`src/rtl/ctrl_pkg.sv`:
```
package ctrl_pkg;
  localparam int OP_W      = 4;
  localparam int ALU_W     = 3;
  localparam int MAX_STEPS = 6;
  localparam int STEP_W    = $clog2(MAX_STEPS + 1);

  typedef enum logic [OP_W-1:0] {
    OP_MOV = 4'd0, OP_LDI, OP_LDM, OP_STM,
    OP_ADD, OP_SUB, OP_AND, OP_OR,
    OP_CMP, OP_BRA, OP_BNZ, OP_BZ, OP_BM,
    OP_INC, OP_NOT, OP_SHL
  } opcode_e;

  typedef enum logic [ALU_W-1:0] {
    ALU_ADD = 3'd0, ALU_SUB, ALU_AND, ALU_OR, ALU_INC, ALU_NOT, ALU_SHL
  } alu_e;

  typedef enum logic [1:0] {CND_NONE, CND_ZERO, CND_NONZERO, CND_NEG} cond_e;

  typedef struct packed {
    logic  mov, ldi, ldm, stm, alu2, cmp, br, unary;
    cond_e cond;
    alu_e  alu;
  } ins_class_t;

  typedef struct packed {
    logic pc_to_bus, pc_load, mar_load, mem_rd, mem_wr, mem_wait;
    logic mdr_load_ext, mdr_load_int, mdr_to_bus, ir_load;
    logic y_load, z_load, z_to_bus, add_const4, imm_to_bus, last_step;
    alu_e alu;
    logic gpr_ld_en, gpr_drv_en;
  } ctrl_sig_t;
endpackage

```
`src/rtl/ctrl_step_counter.sv`:
```
module ctrl_step_counter
  import ctrl_pkg::*;
#(
  parameter int STEPS = MAX_STEPS,
  parameter int SW    = STEP_W
) (
  input  logic          clk,
  input  logic          rst_n,
  input  logic          advance,
  input  logic          restart,
  output logic [SW-1:0] step_q,
  output logic [STEPS:1] t_hot
);
  logic [SW-1:0] step_d;

  // next-state: count up, or return to T1 on the final step
  always_comb begin
    step_d = step_q + SW'(1);
    if (restart || (step_q == SW'(STEPS))) step_d = SW'(1);
  end

  always_ff @(posedge clk or negedge rst_n) begin
    if (!rst_n)       step_q <= SW'(1);
    else if (advance) step_q <= step_d;
  end

  // step decoder: one timing line per step
  generate
    for (genvar k = 1; k <= STEPS; k++) begin : g_tdec
      assign t_hot[k] = (step_q == SW'(k));
    end
  endgenerate

  assert_step_range_R5: assert property (@(posedge clk) disable iff (!rst_n)
    (step_q >= SW'(1)) && (step_q <= SW'(STEPS)));
endmodule

```
`src/rtl/ctrl_instr_decode.sv`:
```
module ctrl_instr_decode
  import ctrl_pkg::*;
(
  input  logic [OP_W-1:0] op,
  output ins_class_t      cls
);
  always_comb begin
    cls      = '0;
    cls.cond = CND_NONE;
    cls.alu  = ALU_ADD;
    case (opcode_e'(op))
      OP_MOV: cls.mov = 1'b1;
      OP_LDI: cls.ldi = 1'b1;
      OP_LDM: cls.ldm = 1'b1;
      OP_STM: cls.stm = 1'b1;
      OP_ADD: begin cls.alu2 = 1'b1; cls.alu = ALU_ADD; end
      OP_SUB: begin cls.alu2 = 1'b1; cls.alu = ALU_SUB; end
      OP_AND: begin cls.alu2 = 1'b1; cls.alu = ALU_AND; end
      OP_OR:  begin cls.alu2 = 1'b1; cls.alu = ALU_OR;  end
      OP_CMP: begin cls.cmp  = 1'b1; cls.alu = ALU_SUB; end
      OP_BRA: cls.br = 1'b1;
      OP_BNZ: begin cls.br = 1'b1; cls.cond = CND_NONZERO; end
      OP_BZ:  begin cls.br = 1'b1; cls.cond = CND_ZERO;    end
      OP_BM:  begin cls.br = 1'b1; cls.cond = CND_NEG;     end
      OP_INC: begin cls.unary = 1'b1; cls.alu = ALU_INC; end
      OP_NOT: begin cls.unary = 1'b1; cls.alu = ALU_NOT; end
      OP_SHL: begin cls.unary = 1'b1; cls.alu = ALU_SHL; end
      default: ;
    endcase
  end
endmodule

```
`src/rtl/ctrl_signal_encode.sv`:
```
module ctrl_signal_encode
  import ctrl_pkg::*;
#(
  parameter int REG_W = 5
) (
  input  logic [MAX_STEPS:1] t,
  input  ins_class_t         cls,
  input  logic [REG_W-1:0]   dst_idx,
  input  logic [REG_W-1:0]   src_idx,
  input  logic               flag_zero,
  input  logic               flag_neg,
  output ctrl_sig_t          sig,
  output logic [REG_W-1:0]   ld_idx,
  output logic [REG_W-1:0]   drv_idx
);
  logic br_skip;

  always_comb begin
    case (cls.cond)
      CND_ZERO:    br_skip = ~flag_zero;
      CND_NONZERO: br_skip = flag_zero;
      CND_NEG:     br_skip = ~flag_neg;
      default:     br_skip = 1'b0;
    endcase
  end

  // sum-of-products of timing lines and instruction classes
  always_comb begin
    sig              = '0;
    sig.pc_to_bus    = t[1];
    sig.add_const4   = t[1];
    sig.mar_load     = t[1] | (t[4] & (cls.ldm | cls.stm));
    sig.mem_rd       = t[1] | (t[4] & cls.ldm);
    sig.z_load       = t[1] | (t[5] & cls.alu2) | (t[4] & (cls.br | cls.unary));
    sig.z_to_bus     = t[2] | (t[6] & cls.alu2) | (t[5] & (cls.br | cls.unary));
    sig.pc_load      = t[2] | (t[5] & cls.br);
    sig.y_load       = t[2] | (t[4] & (cls.alu2 | cls.cmp));
    sig.mem_wait     = t[2] | (t[5] & cls.ldm) | (t[6] & cls.stm);
    sig.mdr_load_ext = t[2] | (t[5] & cls.ldm);
    sig.mdr_load_int = t[5] & cls.stm;
    sig.mdr_to_bus   = t[3] | (t[6] & cls.ldm);
    sig.ir_load      = t[3];
    sig.imm_to_bus   = t[4] & (cls.ldi | cls.cmp | cls.br);
    sig.mem_wr       = t[6] & cls.stm;
    sig.last_step    = (t[4] & (cls.mov | cls.ldi | (cls.br & br_skip)))
                     | (t[5] & (cls.cmp | cls.br | cls.unary))
                     | (t[6] & (cls.alu2 | cls.ldm | cls.stm));
    sig.alu          = ALU_ADD;
    if ((t[5] & (cls.alu2 | cls.cmp)) | (t[4] & cls.unary)) sig.alu = cls.alu;
    sig.gpr_drv_en   = (t[4] & (cls.mov | cls.ldm | cls.stm | cls.alu2 | cls.unary))
                     | (t[5] & (cls.stm | cls.alu2 | cls.cmp));
    sig.gpr_ld_en    = (t[4] & (cls.mov | cls.ldi)) | (t[5] & cls.unary)
                     | (t[6] & (cls.alu2 | cls.ldm));
    drv_idx = ((t[4] & (cls.mov | cls.ldm)) | (t[5] & (cls.stm | cls.alu2)))
            ? src_idx : dst_idx;
    ld_idx  = dst_idx;
  end
endmodule

```
`src/rtl/step_ctrl_unit.sv`:
```
module step_ctrl_unit
  import ctrl_pkg::*;
#(
  parameter int REG_W = 5,
  localparam int NREG = 1 << REG_W
) (
  input  logic              clk,
  input  logic              rst_ni,
  input  logic              seq_en,
  input  logic [OP_W-1:0]   opcode,
  input  logic [REG_W-1:0]  dst_idx,
  input  logic [REG_W-1:0]  src_idx,
  input  logic              flag_zero,
  input  logic              flag_neg,
  input  logic              mem_ack,
  output logic              pc_to_bus,
  output logic              pc_load,
  output logic              mar_load,
  output logic              mem_rd,
  output logic              mem_wr,
  output logic              mem_wait,
  output logic              mdr_load_ext,
  output logic              mdr_load_int,
  output logic              mdr_to_bus,
  output logic              ir_load,
  output logic              y_load,
  output logic              z_load,
  output logic              z_to_bus,
  output logic              add_const4,
  output logic              imm_to_bus,
  output logic              last_step,
  output logic [ALU_W-1:0]  alu_op,
  output logic [NREG-1:0]   gpr_load,
  output logic [NREG-1:0]   gpr_to_bus
);
  logic [1:0]           rst_pipe;
  logic                 rst_n_int;
  logic [STEP_W-1:0]    step_q;
  logic [MAX_STEPS:1]   t_hot;
  ins_class_t           cls;
  ctrl_sig_t            sig;
  logic [REG_W-1:0]     ld_idx, drv_idx;
  logic                 stall, advance;

  // reset asserts at once, releases on the clock
  always_ff @(posedge clk or negedge rst_ni) begin
    if (!rst_ni) rst_pipe <= '0;
    else         rst_pipe <= {rst_pipe[0], 1'b1};
  end
  assign rst_n_int = rst_pipe[1];

  assign stall   = sig.mem_wait & ~mem_ack;
  assign advance = seq_en & ~stall;

  ctrl_step_counter #(.STEPS(MAX_STEPS), .SW(STEP_W)) u_cnt (
    .clk(clk), .rst_n(rst_n_int), .advance(advance), .restart(sig.last_step),
    .step_q(step_q), .t_hot(t_hot)
  );

  ctrl_instr_decode u_dec (.op(opcode), .cls(cls));

  ctrl_signal_encode #(.REG_W(REG_W)) u_enc (
    .t(t_hot), .cls(cls), .dst_idx(dst_idx), .src_idx(src_idx),
    .flag_zero(flag_zero), .flag_neg(flag_neg),
    .sig(sig), .ld_idx(ld_idx), .drv_idx(drv_idx)
  );

  assign pc_to_bus    = sig.pc_to_bus;
  assign pc_load      = sig.pc_load;
  assign mar_load     = sig.mar_load;
  assign mem_rd       = sig.mem_rd;
  assign mem_wr       = sig.mem_wr;
  assign mem_wait     = sig.mem_wait;
  assign mdr_load_ext = sig.mdr_load_ext;
  assign mdr_load_int = sig.mdr_load_int;
  assign mdr_to_bus   = sig.mdr_to_bus;
  assign ir_load      = sig.ir_load;
  assign y_load       = sig.y_load;
  assign z_load       = sig.z_load;
  assign z_to_bus     = sig.z_to_bus;
  assign add_const4   = sig.add_const4;
  assign imm_to_bus   = sig.imm_to_bus;
  assign last_step    = sig.last_step;
  assign alu_op       = sig.alu;

  generate
    for (genvar g = 0; g < NREG; g++) begin : g_gpr
      assign gpr_load[g]   = sig.gpr_ld_en  & (ld_idx  == REG_W'(g));
      assign gpr_to_bus[g] = sig.gpr_drv_en & (drv_idx == REG_W'(g));
    end
  endgenerate

  assert_stall_hold_R3: assert property (@(posedge clk) disable iff (!rst_n_int)
    (mem_wait && !mem_ack) |=> $stable(step_q));
  assert_run_hold_R4: assert property (@(posedge clk) disable iff (!rst_n_int)
    !seq_en |=> $stable(step_q));
  assert_restart_R5: assert property (@(posedge clk) disable iff (!rst_n_int)
    (seq_en && !(mem_wait && !mem_ack) && last_step) |=> (step_q == STEP_W'(1)));
  assert_gpr_onehot_R13: assert property (@(posedge clk) disable iff (!rst_n_int)
    $onehot0(gpr_load) && $onehot0(gpr_to_bus));
  assert_bus_single_R13: assert property (@(posedge clk) disable iff (!rst_n_int)
    $countones({|gpr_to_bus, pc_to_bus, mdr_to_bus, z_to_bus, imm_to_bus}) <= 1);
endmodule

```
`config.mk`:
```
export PLATFORM = sky130hd
export DESIGN_NAME = step_ctrl_unit
export DESIGN_NICKNAME = d
export VERILOG_FILES = /design/src/rtl/ctrl_pkg.sv /design/src/rtl/ctrl_step_counter.sv /design/src/rtl/ctrl_instr_decode.sv /design/src/rtl/ctrl_signal_encode.sv /design/src/rtl/step_ctrl_unit.sv
export SDC_FILE = /design/constraint.sdc
export NUM_CORES = 1
export LEC_CHECK = 0
export ABC_AREA = 1
export BUFFER_PORTS_ARGS = -buffer_cell sky130_fd_sc_hd__buf_2
export CORE_UTILIZATION = 46
export DETAILED_ROUTE_END_ITERATION = 12
export PLACE_DENSITY_LB_ADDON = 0.08
export SYNTH_ARGS = -nofsm -noshare
export SYNTH_HDL_FRONTEND = slang
export SYNTH_SLANG_ARGS = --single-unit
```
`constraint.sdc`:
```
create_clock -name clk -period 4.9 [get_ports clk]
set_clock_uncertainty 0.1 [all_clocks]
set_input_delay 0.49 -clock clk [delete_from_list [all_inputs] [get_ports clk]]
set_output_delay 0.49 -clock clk [all_outputs]
set_load 0.005 [all_outputs]
```
==> impl_results.md, run 1 <==
- CP Capture Type: output pin
- CP max FO: 10
- Drt via density: 4.77
- H-tree depth: 1
- Minimum clock period: 2830 ps
- Share of power burned in registers: 16.9%
- GRT Residual Overflow: 0
- Drt first pass iters: 4
- Worst Path Required: 4310 ps
- Flops & latches, synth: 5
- CP peak stage delay: 560 ps
- Initial DRC Count: 102
- CTS tree: yes
- Post CTS Setup Buffer Count: 0
- Critical path startpoint category: register
- Fin Setup TNS: 0 ps
- Critical Path AT: 2240 ps
- GP Congestion: 0.892
- Placed cells: 409
- Dominant cell type by area after synthesis: nand2_1
- IO Pins: 103
- Initial antenna violation count: 0
- Power Internal: 0.209 mW
- Vias in the first global route: 1584
- Die W: 59.1 µm
- Switch share: 52.7%
- Post-Syn Nets: 294
- Max_cap viols: 0
- Wirelength per Cell: 9.85 µm
- Gr usage total: 23.4%
- Unique masters post-synth: 34
- Slowest-stage cell, CP: dfstp_2
- Gate Count Post-Synth: 269
- Clock latency on the worst-skew pair: 250 ps
- Worst IR Drop VDD: 0.250 mV
- Post-synth EDFFs: 0
- Reg clk slew, reported paths: 40 ps
- CP Cell Sequence: inv_1 -> ha_1 -> nand2_4 -> inv_4 -> nand3_4 -> nand3_4 -> nand2_1 -> nand2_1 -> nor2_2 -> nand2_1 -> nor2_1 -> buf_2
- Clk root buf: clkbuf_4
- Antenna cells: 0
- Layout Cells excl Fill: 415
- HP Class: reg2async
- Core Area: 3080 µm²
- Period utilization: 57.7%
- Yosys warns: 0
- Buffers on Ports: 102
- Seq/Total Area, Yosys: 8.42%
- Most used DFF post-synth: dfrtp_1
- Syn-to-layout area delta: 36.4%
- Net load switching power: 0.233 mW
- CTS Buf Count: 3
- Die area: 3490 µm²
- WP buf/inv: 3
- Wirelength, routed: 4.09 mm
- Avg Cell Area, Syn: 5.58 µm²
- Clock Sinks: 5
- Share of cells above drive strength 1: 42.3%
- Most frequent CP cell: nand2_1
- RR Startpoint: u_cnt.step_q[0]
- LEAKAGE: 1.22 nW
- Post-synth top area share: 18.3%
- Starting Density: 48.7%
- DP HPWL: 3.40 mm
- Hold Vio Cnt, Final: 0
- Post-Syn Area: 1500 µm²
- Worst reg-to-reg path cell count: 10
- Post-CTS resize count: 0
- Die Span Y: 59.1 µm
- Peak Freq: 354 MHz
- PwrDens: 216 nW/µm²
- ANT nets after route: 0
- Outcome: finished clean
- Hold WS: 76.1 ps
- RSZ-0062 raised after global routing: no
- Most common cell in the netlist: nand2_1
- Commonest cells post-synth: 73 x nand2_1, 58 x nor2_1, 28 x inv_1
- Largest net degree at the start of global routing: 17
- Global-route wire length before repair: 6.52 mm
- Total power: 0.441 mW
- Synth async-reset ratio: 100%
- Reg2reg setup slack: 2990 ps
- Row count: 20
- Vias: 1980
- Largest cells by area after synthesis: nand2_1 18%, nor2_1 15%, nor2_2 11%
- Longest Clk Path Bufs: 2
- Nets: 397
- Post-Place Cell Area: 2000 µm²
- Final Max Slew Viols: 0
- Clock power frac: 11.0%
- Final instance area: 2050 µm²
- CTS Hold Bufs: 2
- DRC: 0
- Reg2reg end: u_cnt.step_q[1]
- Setup violators final: 0
- Critical path's top delay family: simple AND/OR/NAND/NOR gates
- Comb pwr share: 72.1%
- Crit Path Class: reg2out
## power by group through the flow
stage | clock [mW] | sequential, mW | combinational [mW]
floorplan | 0 | 0.0720 | 0.232
global placement | 0 | 0.0746 | 0.315
detailed placement | 0 | 0.0755 | 0.318
CTS | 0.0504 | 0.0749 | 0.320
global route | 0.0520 | 0.0770 | 0.362
finish | 0.0485 | 0.0746 | 0.318
## through the flow
step                utilization, %  setup slack [ps]
finish                        66.5              2070
global route                  66.5              1880
CTS                           66.5              2060
detailed placement            65.0              2340
global placement              65.0              2390
floorplan                        -              2580
## cells by family (layout without fill, tap and decap cells)
family	Yosys count	in the layout	share of synthesized area [%]
AO/OA/AOI/OAI	16	16	7.59
XOR/XNOR	1	1	0.584
adder cells (fa/ha/maj)	5	5	4.17
buffers and inverters	39	141	12.8
flip-flops	5	5	8.42
other	1	1	0.250
AND/OR/NAND/NOR	202	202	66.2
## sequential cells by signal, summed over array words and instances (netlist names)
register	flops
rst_pipe	2
u_cnt.step_q	3
## worst max-delay path by stage
stage / start / end / cells after the start / slack (ps)
2_1_floorplan: u_cnt.step_q[0] / gpr_to_bus[25] / 11 / 2580
3_3_place_gp: opcode[3] / gpr_load[21] / 9 / 2390
3_5_place_dp: u_cnt.step_q[0] / gpr_to_bus[14] / 12 / 2340
4_1_cts: u_cnt.step_q[0] / gpr_to_bus[14] / 12 / 2060
5_1_grt: u_cnt.step_q[0] / gpr_to_bus[28] / 12 / 1880
6_report: u_cnt.step_q[0] / gpr_to_bus[26] / 12 / 2070
## layer usage
metal	vias to the layer above	wire [µm]	share of wire [%]	track usage [%]
li1	1034	-	-	-
met1	843	1950	48	31.8
met2	96	1800	44	38.6
met3	7	286	7.0	2.18
met4	0	52	1.3	8.16
met5	-	0	0	0
## placed cells by master (no fill, tap or decap)
cell and count:
buf_2 102, nand2_1 73, nor2_1 58, inv_1 28, nor2_2 26, nand3_1 20
o21ai_0 8, nand2_4 5, ha_1 5, inv_2 4, nand2_2 4, nand4_1 4
dfrtp_1 4, nor2_4 3, nand3_4 3, nor3b_1 3, clkbuf_4 3, dlygate4sd3_1 2
xnor2_1 1, or2_4 1, a21oi_1 1, a211oi_1 1, nor3_1 1, inv_4 1
o21ai_2 1, o211ai_4 1, nand3_2 1, a21oi_2 1, o21a_1 1, o21bai_1 1
o31ai_1 1, clkbuf_1 1, conb_1 1, dfstp_2 1
## layout make-up
type / instances / area (µm²)
well taps: 44 / 55.1
inverters: 33 / 126
multi-input cells: 225 / 1180
repair buffers: 104 / 531
clock buffers: 4 / 26.3
fillers: 316 / 1030
flip-flops and latches: 5 / 126
(Power assumes the default switching activity.)
==> inputs of run 2 (changes only) <==
--- a/config.mk
+++ b/config.mk
@@ -7,7 +7,7 @@
 export LEC_CHECK = 0
 export ABC_AREA = 1
 export BUFFER_PORTS_ARGS = -buffer_cell sky130_fd_sc_hd__buf_2
-export CORE_UTILIZATION = 46
+export CORE_UTILIZATION = 42
 export DETAILED_ROUTE_END_ITERATION = 12
 export PLACE_DENSITY_LB_ADDON = 0.08
 export SYNTH_ARGS = -nofsm -noshare
==> constraint.sdc (replaced) <==
create_clock -name clk -period 2.8 [get_ports clk]
set_clock_uncertainty 0.1 [all_clocks]
set_input_delay 0.28 -clock clk [delete_from_list [all_inputs] [get_ports clk]]
set_output_delay 0.28 -clock clk [all_outputs]
set_load 0.005 [all_outputs]
==> impl_results.md, run 2 (same netlist as run 1, synthesis figures left out) <==
- Die Span Y: 61.8 µm
- Worst reg-to-reg path cell count: 10
- HP Class: reg2async
- Comb pwr share: 72.8%
- ANT nets after route: 0
- Minimum clock period: 2600 ps
- Drt via density: 4.65
- Fill cell count: 353
- Clk root buf: clkbuf_4
- Clock latency on the worst-skew pair: 230 ps
- Longest Clk Path Bufs: 2
- Switch share: 52.6%
- Dpl ws: 446 ps
- RSZ-0062 raised after global routing: yes
- H-tree depth: 1
- GRT Residual Overflow: 0
- Hold WS: 79.5 ps
- Top reg by flops: u_cnt.step_q
- Top Registers: u_cnt.step_q (3), rst_pipe (2)
- Drt first pass iters: 4
- Period utilization: 92.8%
- Die area: 3810 µm²
- CP max FO: 10
- Clock Sinks: 5
- Reg clk slew, reported paths: 40 ps
- Wirelength per Cell: 9.82 µm
- Row count: 21
- Total power: 0.774 mW
- Crit Path Class: reg2out
- LEAKAGE: 1.22 nW
- Worst IR Drop VDD: 0.411 mV
- Initial antenna violation count: 0
- DP HPWL: 3.47 mm
- Critical path startpoint category: register
- Share of cells above drive strength 1: 42.6%
- Wirelength, routed: 4.10 mm
- Initial DRC Count: 99
- Hold Vio Cnt, Final: 0
- CP Capture Type: output pin
- CTS Buf Count: 3
- Critical Path AT: 2220 ps
- Power Internal: 0.367 mW
- CTS tree: yes
- Most common cell after layout, fill and taps aside: buf_2
- Antenna cells: 0
- Global-route wire length before repair: 6.02 mm
- Post-Place Cell Area: 2000 µm²
- Setup violators final: 0
- Vias in the first global route: 1486
- Buffers on Ports: 102
- Net load switching power: 0.407 mW
- Vias: 1937
- Core Area: 3390 µm²
- Nets: 397
- Clock power frac: 10.3%
- PwrDens: 376 nW/µm²
- Commonest non-fill, non-tap cells in the layout: 102 x buf_2, 73 x nand2_1, 57 x nor2_1
- GP Congestion: 0.897
- Max FFs per register: 3
- Reg2reg setup slack: 890 ps
- Max_cap viols: 0
- Final Max Slew Viols: 0
- IO Pins: 103
- Outcome: finished clean
- Fin Setup TNS: 0 ps
- Gr usage total: 20.1%
- Largest net degree at the start of global routing: 17
- Worst Path Required: 2420 ps
- Share of power burned in registers: 16.9%
- DRC: 0
- Peak Freq: 385 MHz
- Slack of the critical path: 200 ps
- Starting Density: 44.3%
- Final instance area: 2060 µm²
- Syn-to-layout area delta: 37.4%
- Die W: 61.8 µm
## run 2: final cells by class
cell class                 count  area (µm²)  area share, %
clock buffer                   4        26.3           1.27
inverter                      33         126           6.13
multi-input combinational    225        1190           57.9
timing repair buffer         104         531           25.7
tap                           46        57.6           2.79
sequential                     5         126           6.13
## run 2: layer usage
metal / part of all wire (%) / track usage (%) / wire [µm] / vias to the layer above
met5: 0 / 0 / 0 / -
met3: 5.4 / 0.621 / 221 / 0
met2: 46 / 36.3 / 1870 / 78
met4: 0 / 2.86 / 0 / 0
met1: 49 / 27.3 / 2000 / 827
li1: - / - / - / 1032
## run 2: stage by stage
step                      cells  util [%]
after detailed placement    411      59.1
after global routing        417      60.8
after CTS                   417      60.5
final                       417      60.8
after global placement      411      59.1
after floorplan             269         -
## run 2: final timing paths
path | start | endpoint
hold reg to reg | rst_pipe[1] | u_cnt.step_q[0]
max in group asynchronous | rst_pipe[1] | u_cnt.step_q[2]
setup reg to reg | u_cnt.step_q[0] | u_cnt.step_q[2]
min in group clk | seq_en | u_cnt.step_q[1]
hold / removal | rst_pipe[1] | u_cnt.step_q[0]
setup / recovery | u_cnt.step_q[0] | gpr_to_bus[19]
## run 2: worst max-delay path, cell delays in order, from the launching register on
cell and delay (ps):
dfstp_2 560, inv_1 70, ha_1 220, nand2_4 120, inv_4 60, nand3_4 110, nand3_4 140, nand2_1 90
nand2_1 110, nor2_2 180, nand2_1 120, nor2_1 90, buf_2 120
## run 2: power groups by stage
stage	clock [mW]	sequential, mW	combinational, mW
final	0.0795	0.131	0.564
after global routing	0.0893	0.135	0.637
after CTS	0.0845	0.130	0.563
after detailed placement	0	0.132	0.559
after global placement	0	0.131	0.552
after floorplan	0	0.126	0.406
## run 2: what timing repair did
item | CTS | global route
hold buffers | 2 | 0
endpoints found under the hold margin | 4 | 0
buffers inserted | 0 | 0
gates resized for setup | 0 | 3
setup endpoints to repair | 0 | 12
